[config.mk]
export PLATFORM = sky130hd
export DESIGN_NAME = rw_turn_arbiter
export DESIGN_NICKNAME = d
export VERILOG_FILES = /design/src/rtl/rwarb_pkg.sv /design/src/rtl/rwarb_fifo.sv /design/src/rtl/rwarb_wbuf.sv /design/src/rtl/rw_turn_arbiter.sv
export SDC_FILE = /design/constraint.sdc
export NUM_CORES = 1
export LEC_CHECK = 0
export CAP_MARGIN = 20
export CORE_MARGIN = 2
export CORE_UTILIZATION = 55
export CTS_CLUSTER_DIAMETER = 30
export CTS_CLUSTER_SIZE = 30
export DETAILED_ROUTE_END_ITERATION = 6
export PLACE_DENSITY = 0.72
export SETUP_SLACK_MARGIN = 0.05
export SKIP_CTS_REPAIR_TIMING = 1
export SLEW_MARGIN = 5
export SYNTH_ARGS = -nofsm -noshare
export SYNTH_HDL_FRONTEND = slang
export SYNTH_HIERARCHICAL = 1
export SYNTH_SLANG_ARGS = --single-unit
[constraint.sdc]
create_clock -name clk -period 8.3 [get_ports clk]
set_input_delay 1.66 -clock clk [delete_from_list [all_inputs] [get_ports clk]]
set_output_delay 1.66 -clock clk [all_outputs]
set_load 0.02 [all_outputs]
[src/rtl/rwarb_pkg.sv]
package rwarb_pkg;

    // Bus direction mode of the arbiter
    typedef enum logic [1:0] {
        MODE_RD    = 2'd0,
        MODE_WR    = 2'd1,
        MODE_TO_WR = 2'd2,
        MODE_TO_RD = 2'd3
    } mode_e;

endpackage

[src/rtl/rwarb_fifo.sv]
module rwarb_fifo #(
    parameter int W     = 8,
    parameter int DEPTH = 4
) (
    input  logic         clk,
    input  logic         rst_n,
    input  logic         push,
    input  logic [W-1:0] din,
    input  logic         pop,
    output logic [W-1:0] dout,
    output logic         full,
    output logic         empty
);
    localparam int PW = (DEPTH > 1) ? $clog2(DEPTH) : 1;
    localparam int CW = $clog2(DEPTH + 1);

    typedef struct packed {
        logic [PW-1:0] wp;
        logic [PW-1:0] rp;
        logic [CW-1:0] cnt;
    } fifo_st_t;

    fifo_st_t st_q, st_d;
    logic [W-1:0] mem [DEPTH];
    logic push_ok, pop_ok;

    assign full    = (st_q.cnt == CW'(DEPTH));
    assign empty   = (st_q.cnt == '0);
    assign push_ok = push && !full;
    assign pop_ok  = pop && !empty;
    assign dout    = mem[st_q.rp];

    always_comb begin
        st_d = st_q;
        if (push_ok) st_d.wp = (st_q.wp == PW'(DEPTH - 1)) ? '0 : st_q.wp + 1'b1;
        if (pop_ok)  st_d.rp = (st_q.rp == PW'(DEPTH - 1)) ? '0 : st_q.rp + 1'b1;
        if (push_ok && !pop_ok)      st_d.cnt = st_q.cnt + 1'b1;
        else if (pop_ok && !push_ok) st_d.cnt = st_q.cnt - 1'b1;
    end

    always_ff @(posedge clk) begin
        if (!rst_n) st_q <= '0;
        else        st_q <= st_d;
        if (push_ok) mem[st_q.wp] <= din;
    end
endmodule

[src/rtl/rwarb_wbuf.sv]
module rwarb_wbuf #(
    parameter int AW    = 8,
    parameter int DW    = 16,
    parameter int DEPTH = 8,
    localparam int CW   = $clog2(DEPTH + 1)
) (
    input  logic          clk,
    input  logic          rst_n,
    input  logic          push,
    input  logic [AW-1:0] push_addr,
    input  logic [DW-1:0] push_data,
    input  logic          pop,
    output logic [AW-1:0] head_addr,
    output logic [DW-1:0] head_data,
    output logic [CW-1:0] count,
    output logic          full,
    output logic          empty,
    input  logic [AW-1:0] match_addr,
    output logic          match_hit
);
    localparam int PW = (DEPTH > 1) ? $clog2(DEPTH) : 1;

    typedef struct packed {
        logic [PW-1:0]    wp;
        logic [PW-1:0]    rp;
        logic [CW-1:0]    cnt;
        logic [DEPTH-1:0] occ;
    } wbuf_st_t;

    wbuf_st_t st_q, st_d;
    logic [AW-1:0] addr_mem [DEPTH];
    logic [DW-1:0] data_mem [DEPTH];
    logic [DEPTH-1:0] hit_vec;
    logic push_ok, pop_ok;

    assign count     = st_q.cnt;
    assign full      = (st_q.cnt == CW'(DEPTH));
    assign empty     = (st_q.cnt == '0);
    assign push_ok   = push && !full;
    assign pop_ok    = pop && !empty;
    assign head_addr = addr_mem[st_q.rp];
    assign head_data = data_mem[st_q.rp];

    // Per-entry address compare against occupied slots
    for (genvar i = 0; i < DEPTH; i++) begin : g_hit
        assign hit_vec[i] = st_q.occ[i] && (addr_mem[i] == match_addr);
    end
    assign match_hit = |hit_vec;

    always_comb begin
        st_d = st_q;
        if (push_ok) begin
            st_d.occ[st_q.wp] = 1'b1;
            st_d.wp = (st_q.wp == PW'(DEPTH - 1)) ? '0 : st_q.wp + 1'b1;
        end
        if (pop_ok) begin
            st_d.occ[st_q.rp] = 1'b0;
            st_d.rp = (st_q.rp == PW'(DEPTH - 1)) ? '0 : st_q.rp + 1'b1;
        end
        if (push_ok && !pop_ok)      st_d.cnt = st_q.cnt + 1'b1;
        else if (pop_ok && !push_ok) st_d.cnt = st_q.cnt - 1'b1;
    end

    always_ff @(posedge clk) begin
        if (!rst_n) st_q <= '0;
        else        st_q <= st_d;
        if (push_ok) begin
            addr_mem[st_q.wp] <= push_addr;
            data_mem[st_q.wp] <= push_data;
        end
    end
endmodule

[src/rtl/rw_turn_arbiter.sv]
module rw_turn_arbiter
    import rwarb_pkg::*;
#(
    parameter int AW       = 8,
    parameter int DW       = 16,
    parameter int RD_DEPTH = 4,
    parameter int WR_DEPTH = 8,
    parameter int HI_MARK  = 6,
    parameter int LO_MARK  = 2,
    parameter int TURN_CYC = 3
) (
    input  logic          clk,
    input  logic          rst_n,
    input  logic          rd_valid,
    output logic          rd_ready,
    input  logic [AW-1:0] rd_addr,
    input  logic          wr_valid,
    output logic          wr_ready,
    input  logic [AW-1:0] wr_addr,
    input  logic [DW-1:0] wr_data,
    output logic          cmd_valid,
    input  logic          cmd_ready,
    output logic          cmd_is_wr,
    output logic [AW-1:0] cmd_addr,
    output logic [DW-1:0] cmd_data
);
    localparam int WCW = $clog2(WR_DEPTH + 1);
    localparam int TW  = (TURN_CYC > 1) ? $clog2(TURN_CYC) : 1;

    typedef struct packed {
        mode_e         mode;
        logic          drain;
        logic [TW-1:0] tmr;
    } ctl_t;

    ctl_t ctl_q, ctl_d;

    logic [AW-1:0]  rd_head, wr_head_addr;
    logic [DW-1:0]  wr_head_data;
    logic [WCW-1:0] wr_cnt;
    logic rd_full, rd_empty, wr_full, wr_empty, hazard;
    logic rd_pop, wr_pop, drain_now, rd_ok;

    assign rd_ready = !rd_full;
    assign wr_ready = !wr_full;

    rwarb_fifo #(.W(AW), .DEPTH(RD_DEPTH)) u_rdq (
        .clk(clk), .rst_n(rst_n),
        .push(rd_valid && rd_ready), .din(rd_addr),
        .pop(rd_pop), .dout(rd_head),
        .full(rd_full), .empty(rd_empty)
    );

    rwarb_wbuf #(.AW(AW), .DW(DW), .DEPTH(WR_DEPTH)) u_wbuf (
        .clk(clk), .rst_n(rst_n),
        .push(wr_valid && wr_ready), .push_addr(wr_addr), .push_data(wr_data),
        .pop(wr_pop), .head_addr(wr_head_addr), .head_data(wr_head_data),
        .count(wr_cnt), .full(wr_full), .empty(wr_empty),
        .match_addr(rd_head), .match_hit(hazard)
    );

    // Hysteresis: drain holds from the high mark down to the low mark
    assign drain_now = (wr_cnt >= WCW'(HI_MARK)) ||
                       (ctl_q.drain && (wr_cnt > WCW'(LO_MARK)));
    assign rd_ok     = !rd_empty && !hazard;

    always_comb begin
        ctl_d       = ctl_q;
        ctl_d.drain = drain_now;
        cmd_valid   = 1'b0;
        cmd_is_wr   = 1'b0;
        cmd_addr    = rd_head;
        cmd_data    = '0;
        rd_pop      = 1'b0;
        wr_pop      = 1'b0;
        unique case (ctl_q.mode)
            MODE_RD: begin
                if (drain_now || (!rd_ok && !wr_empty)) begin
                    ctl_d.mode = MODE_TO_WR;
                    ctl_d.tmr  = TW'(TURN_CYC - 1);
                end else begin
                    cmd_valid = rd_ok;
                    rd_pop    = rd_ok && cmd_ready;
                end
            end
            MODE_WR: begin
                cmd_is_wr = 1'b1;
                cmd_addr  = wr_head_addr;
                cmd_data  = wr_head_data;
                if (!drain_now && rd_ok) begin
                    ctl_d.mode = MODE_TO_RD;
                    ctl_d.tmr  = TW'(TURN_CYC - 1);
                end else begin
                    cmd_valid = !wr_empty;
                    wr_pop    = !wr_empty && cmd_ready;
                end
            end
            MODE_TO_WR: begin
                if (ctl_q.tmr == '0) ctl_d.mode = MODE_WR;
                else                 ctl_d.tmr  = ctl_q.tmr - 1'b1;
            end
            default: begin
                if (ctl_q.tmr == '0) ctl_d.mode = MODE_RD;
                else                 ctl_d.tmr  = ctl_q.tmr - 1'b1;
            end
        endcase
    end

    always_ff @(posedge clk) begin
        if (!rst_n) ctl_q <= '{mode: MODE_RD, drain: 1'b0, tmr: '0};
        else        ctl_q <= ctl_d;
    end
endmodule

# Word level (Yosys, flattened, before mapping)
# Memory sizes are Yosys's and may differ from the RTL's. A register that Yosys moved wholly into a read port is not among the register bits.
# Index checks and enable logic that the tools add are counted.
[word_totals] out_inout_bits=28 latchBits=0 elab_cells=142 ff_bits=30 input_bits=37 mem_bits_rw=224 rom_bits=0 n_memories=3
[classes] mux=42 mul=0 shifts=0 div_mod_pow=0 order_cmp=6 add_sub_neg=9 bitwise=3 reduce_logical=49 n_eq_ne=20
[mem_list] memory="u_wbuf.data_mem" depth=8 word_bits=16 read_ports=1 rd_clocked_by_memory_dff=1 write_ports=1 line_no="rwarb_wbuf.sv:32" rtl="logic [DW-1:0] data_mem [DEPTH];"
[mem_list] memory="u_wbuf.addr_mem" depth=8 word_bits=8 read_ports=9 rd_clocked_by_memory_dff=1 write_ports=1 line_no="rwarb_wbuf.sv:31" rtl="logic [AW-1:0] addr_mem [DEPTH];"
[mem_list] memory="u_rdq.mem" depth=4 word_bits=8 read_ports=1 rd_clocked_by_memory_dff=1 write_ports=1 line_no="rwarb_fifo.sv:24" rtl="logic [W-1:0] mem [DEPTH];"
[op_table] op="== test 8 bit" n=8
[op_table] op="logical AND 1 bit" n=26
[op_table] op="2-to-1 mux 3 bit" n=8
[op_table] op="2-to-1 mux 8 bit" n=3
[op_table] op="2-to-1 mux 2 bit" n=10
[op_table] op="2-to-1 mux 16 bit" n=1
[op_table] op="2-to-1 mux 1 bit" n=13
[op_table] op="logical NOT 1 bit" n=11
[op_table] op="adder 3 x 1 -> 3 bit, second input constant" n=3
[op_table] op="== test 3 bit, second input constant" n=3
[op_table] op="bitwise AND 8 bit" n=1
[op_table] op="< comparator 3 x 4 -> 1 bit, second input constant" n=2
[op_table] op="2-to-1 mux 4 bit" n=2
[op_table] op="inverter 8 bit" n=1
[op_table] op="bitwise OR 8 bit" n=1
[op_table] op="OR reduction 8 bit" n=1
[op_table] op="demux 1 bit (select 3 bit)" n=2
[op_table] op="== test 2 bit, second input constant" n=3
[op_table] op=">= comparator 3 x 1 -> 1 bit, second input constant" n=2
[op_table] op="inequality test 2 bit, second input constant" n=3
[op_table] op="one-hot mux 2 bit (3 select lines)" n=1
[op_table] op="adder 2 x 1 -> 2 bit, second input constant" n=2
[op_table] op="adder 4 x 1 -> 4 bit, second input constant" n=1
[op_table] op="== test 4 bit, second input constant" n=1
[op_table] op="17 further kinds" n=20

# Longest topological paths before layout
[depth] word_depth=14 mapped_depth=21 depth_no_buf=18

# Hierarchy
# Netlist, hierarchy kept.
[modules_own_cells] mod="rwarb_wbuf" instances=1 area_per_inst_um2=9047.4 cells_per_inst=478 seq_area_each_um2=6185.9
[modules_own_cells] mod="rwarb_fifo" instances=1 area_per_inst_um2=1630.3 cells_per_inst=93 seq_area_each_um2=1141.1
[modules_own_cells] mod="rw_turn_arbiter" instances=1 area_per_inst_um2=604.3 cells_per_inst=76 seq_area_each_um2=100.1

# Worst setup path before layout
# No wires, ideal clock.
[synth_path] kind="reg2out" from="register (tool-made name)" to="output port cmd_valid" stages_incl_launch_ff=12 n_path_buf=2 arrival_ns=2.690 slack_ns=3.950 path_cell_list="dfxtp_1 buf_2 mux4_2 buf_4 xor2_1 nor4_1 nand3_1 nor4_1 or4_1 nor2_1 o211ai_2 mux2_2"
[synth_lines] element="end, declared" line_no="rw_turn_arbiter.sv:21" rtl="output logic cmd_valid,"

==> metrics <==
Syn Area/Cell 17.4 um2; highest-count cells in the layout ignoring fill and taps 224 x edfxtp_1, 64 x clkdlybuf4s50_1, 56 x mux4_2; cell mode on critical path nor4_1; Vias/cell 5.78; via count 5990; Worst Tran Pin Value 1030 ps; CTS max path bufs 3; worst reg2reg path depth 18; Iter 0 DRT Violations 371; filler cell count 1362; Routed WL 22.8 mm; routed len/inst 22.0 um; TNS Setup 0 ps; Max Slew Vio Count 0; hpwl dp 13.8 mm; leading area contributor after synthesis edfxtp_1; CORE AREA 20200 um2; endpoint class of the critical path output port; Hold Path End u_rdq/st_q[6]; highest-delay cell along the critical path mux4_2; Arr. time, crit path 4210 ps; TritonRoute pass-1 iters 5; status finished clean; crit-path leading delay family multiplexers; I/O pin cnt 65; area occupied by registers 7430 um2; largest net degree at the start of global routing 49; hold path cells 2; antenna cells 0; cts bufs inserted 45; CTS tree yes; slew margin rel. 30.9%; Initial Util 55.9%; Area growth syn-to-layout 20.7%; Placement Rows 52; vias in the first global route 6405; clock sink count 259; Pleak 4.54 nW; total gr overflow 0; nets 788; clock latency on the worst-skew pair 540 ps; unrepaired setup endpoints after global routing false; Distinct cells, synth 56; Final Hold Fails 0; highest clock rate 170 MHz; Post-Syn Nets 703; Syn Inst Count 647; Final Skew 30.9 ps; cell area after synthesis 11300 um2; sequential element share of the synthesized area 65.8%; commonest non-fill, non-tap cell in the layout edfxtp_1; gr usage total 21.9%; first-pass GRT wire length 36.1 mm; critical path's largest stage delay 740 ps; power consumption 4.20 mW; worst reg2reg setup slack 3440 ps; layout cells sized above 1 25.3%; Clk pin slew, worst setup/hold paths 50 ps; Root Buffer Master clkbuf_16; residual DRC count 0; Worst Hold Class reg -> reg; largest cells by area after synthesis edfxtp_1 60%, mux4_2 11%, dfxtp_1 6.2%; post-synth top area share 59.6%; cell area power density 308 nW/um2; Tcrit/Tclk final 70.8%; H-Tree Depth 2; Setup-failing EPs final 0; sum of buffers and inverters on the critical path 1; Worst Min Path Start u_rdq/st_q[6]; WS Path Type reg -> out; CP cell instances mux4_2, xor2_1, nor4_1, nand3_1, nor4_1, or4_1, nor2_1, o211ai_2, mux2_2, clkdlybuf4s50_1; flops & latches, synth 259; Worst Path Required 6640 ps; multi-input logic area 3600 um2; IO Port Bufs 64; Die Span Y 147 um; Max Cap Viol 0; initial antenna violation count 0; die width 147 um; Routed Antenna Nets 0; YS warnings 6; Crit Path Max Fanout 9; R2R Path End u_wbuf/count[3]; Peak VDD IR 0.224 mV; Worst setup SP type flop; fin crit period 5870 ps; DIE AREA 21700 um2; GP Congestion 0.889
[Yosys cell counts (all sizes together)]
cell and count:
a211oi 1, a21boi 7, a21o 1, a21oi 4
and2 25, and3 1, buf 27, clkbuf 8
dfxtp 35, edfxtp 224, fa 2, ha 17
inv 13, mux2 33, mux2i 5, mux4 56
nand2 26, nand2b 6, nand3 6, nand3b 1
nand4 6, nor2 9, nor2b 8, nor3 13
nor3b 2, nor4 12, o2111a 1, o211a 1
o211ai 1, o21ai 7, o21ba 1, o21bai 1
o221a 8, o311a 1, o31ai 2, or2 2
or3 3, or4 2, xnor2 15, xor2 54
[cells by family (layout without fill, tap and decap cells)]
group                    count (synthesis)  count (layout)  synth area share (%)
XOR/XNOR                                69              69                  5.36
adder cells (fa/ha/maj)                 19              19                  2.24
AND/OR/NAND/NOR                        122             122                  6.55
multiplexers                            94              94                  14.9
flip-flops                             259             259                  65.8
buffers and inverters                   48             168                  2.46
AO/OA/AOI/OAI                           36              36                  2.64
[final cells by class]
type                            count  share of cell area, %
Sequential cell                   259                   54.6
Multi-Input combinational cell    340                   26.5
Clock buffer                       51                   8.82
Timing Repair Buffer               73                   5.26
Tap cell                          270                   2.48
Clock inverter                     31                   1.94
Inverter                           13                  0.414
[layer usage]
layer	part of all wire, %	global-route usage [%]	vias up
li1	-	-	2703
met1	41	28.0	3092
met2	52	38.1	171
met3	5.2	4.69	24
met4	1.3	6.11	0
met5	0	0	-
[tightest hold or removal path, cell delays in order, from the launching register on]
cell and delay, ps:
dfxtp_1 330, nand2_1 60, mux2i_1 50
[power by group]
part           leakage [nW]  switching (mW)  internal [mW]
clock network         0.720           0.634           1.09
logic                  1.49           0.463          0.388
registers              2.32          0.0821           1.54
[worst max-delay path by stage]
stage | from | depth (start not counted) | slack, ps | endpoint
after global routing | flop | 10 | 2220 | cmd_valid
after CTS | flop | 10 | 2420 | cmd_valid
after detailed placement | flop | 10 | 2990 | cmd_valid
final | flop | 10 | 2430 | cmd_valid
after global placement | flop | 10 | 3010 | cmd_valid
after floorplan | flop | 11 | 3950 | cmd_valid
[registers in the layout (all words and copies together) (netlist names), named ones only]
signal	cells
u_rdq/mem	32
u_wbuf/data_mem	128
u_wbuf/st_q	14
u_rdq/st_q	7
ctl_q	5
u_wbuf/count	4
u_wbuf/addr_mem	64
[metrics by stage]
stage          setup slack (ps)  hold WS [ps]  cell area [um2]  instances  util [%]
6_report                   2430           494            13600       1037      67.5
5_1_grt                    2220           538            13600       1037      67.5
4_1_cts                    2420           494            13600       1036      67.4
3_5_place_dp               2990           488            12100        954      60.2
3_3_place_gp               3010           460            12100        954      60.2
2_1_floorplan              3950           448            11300        647         -
Power figures use the tool's default switching activity.
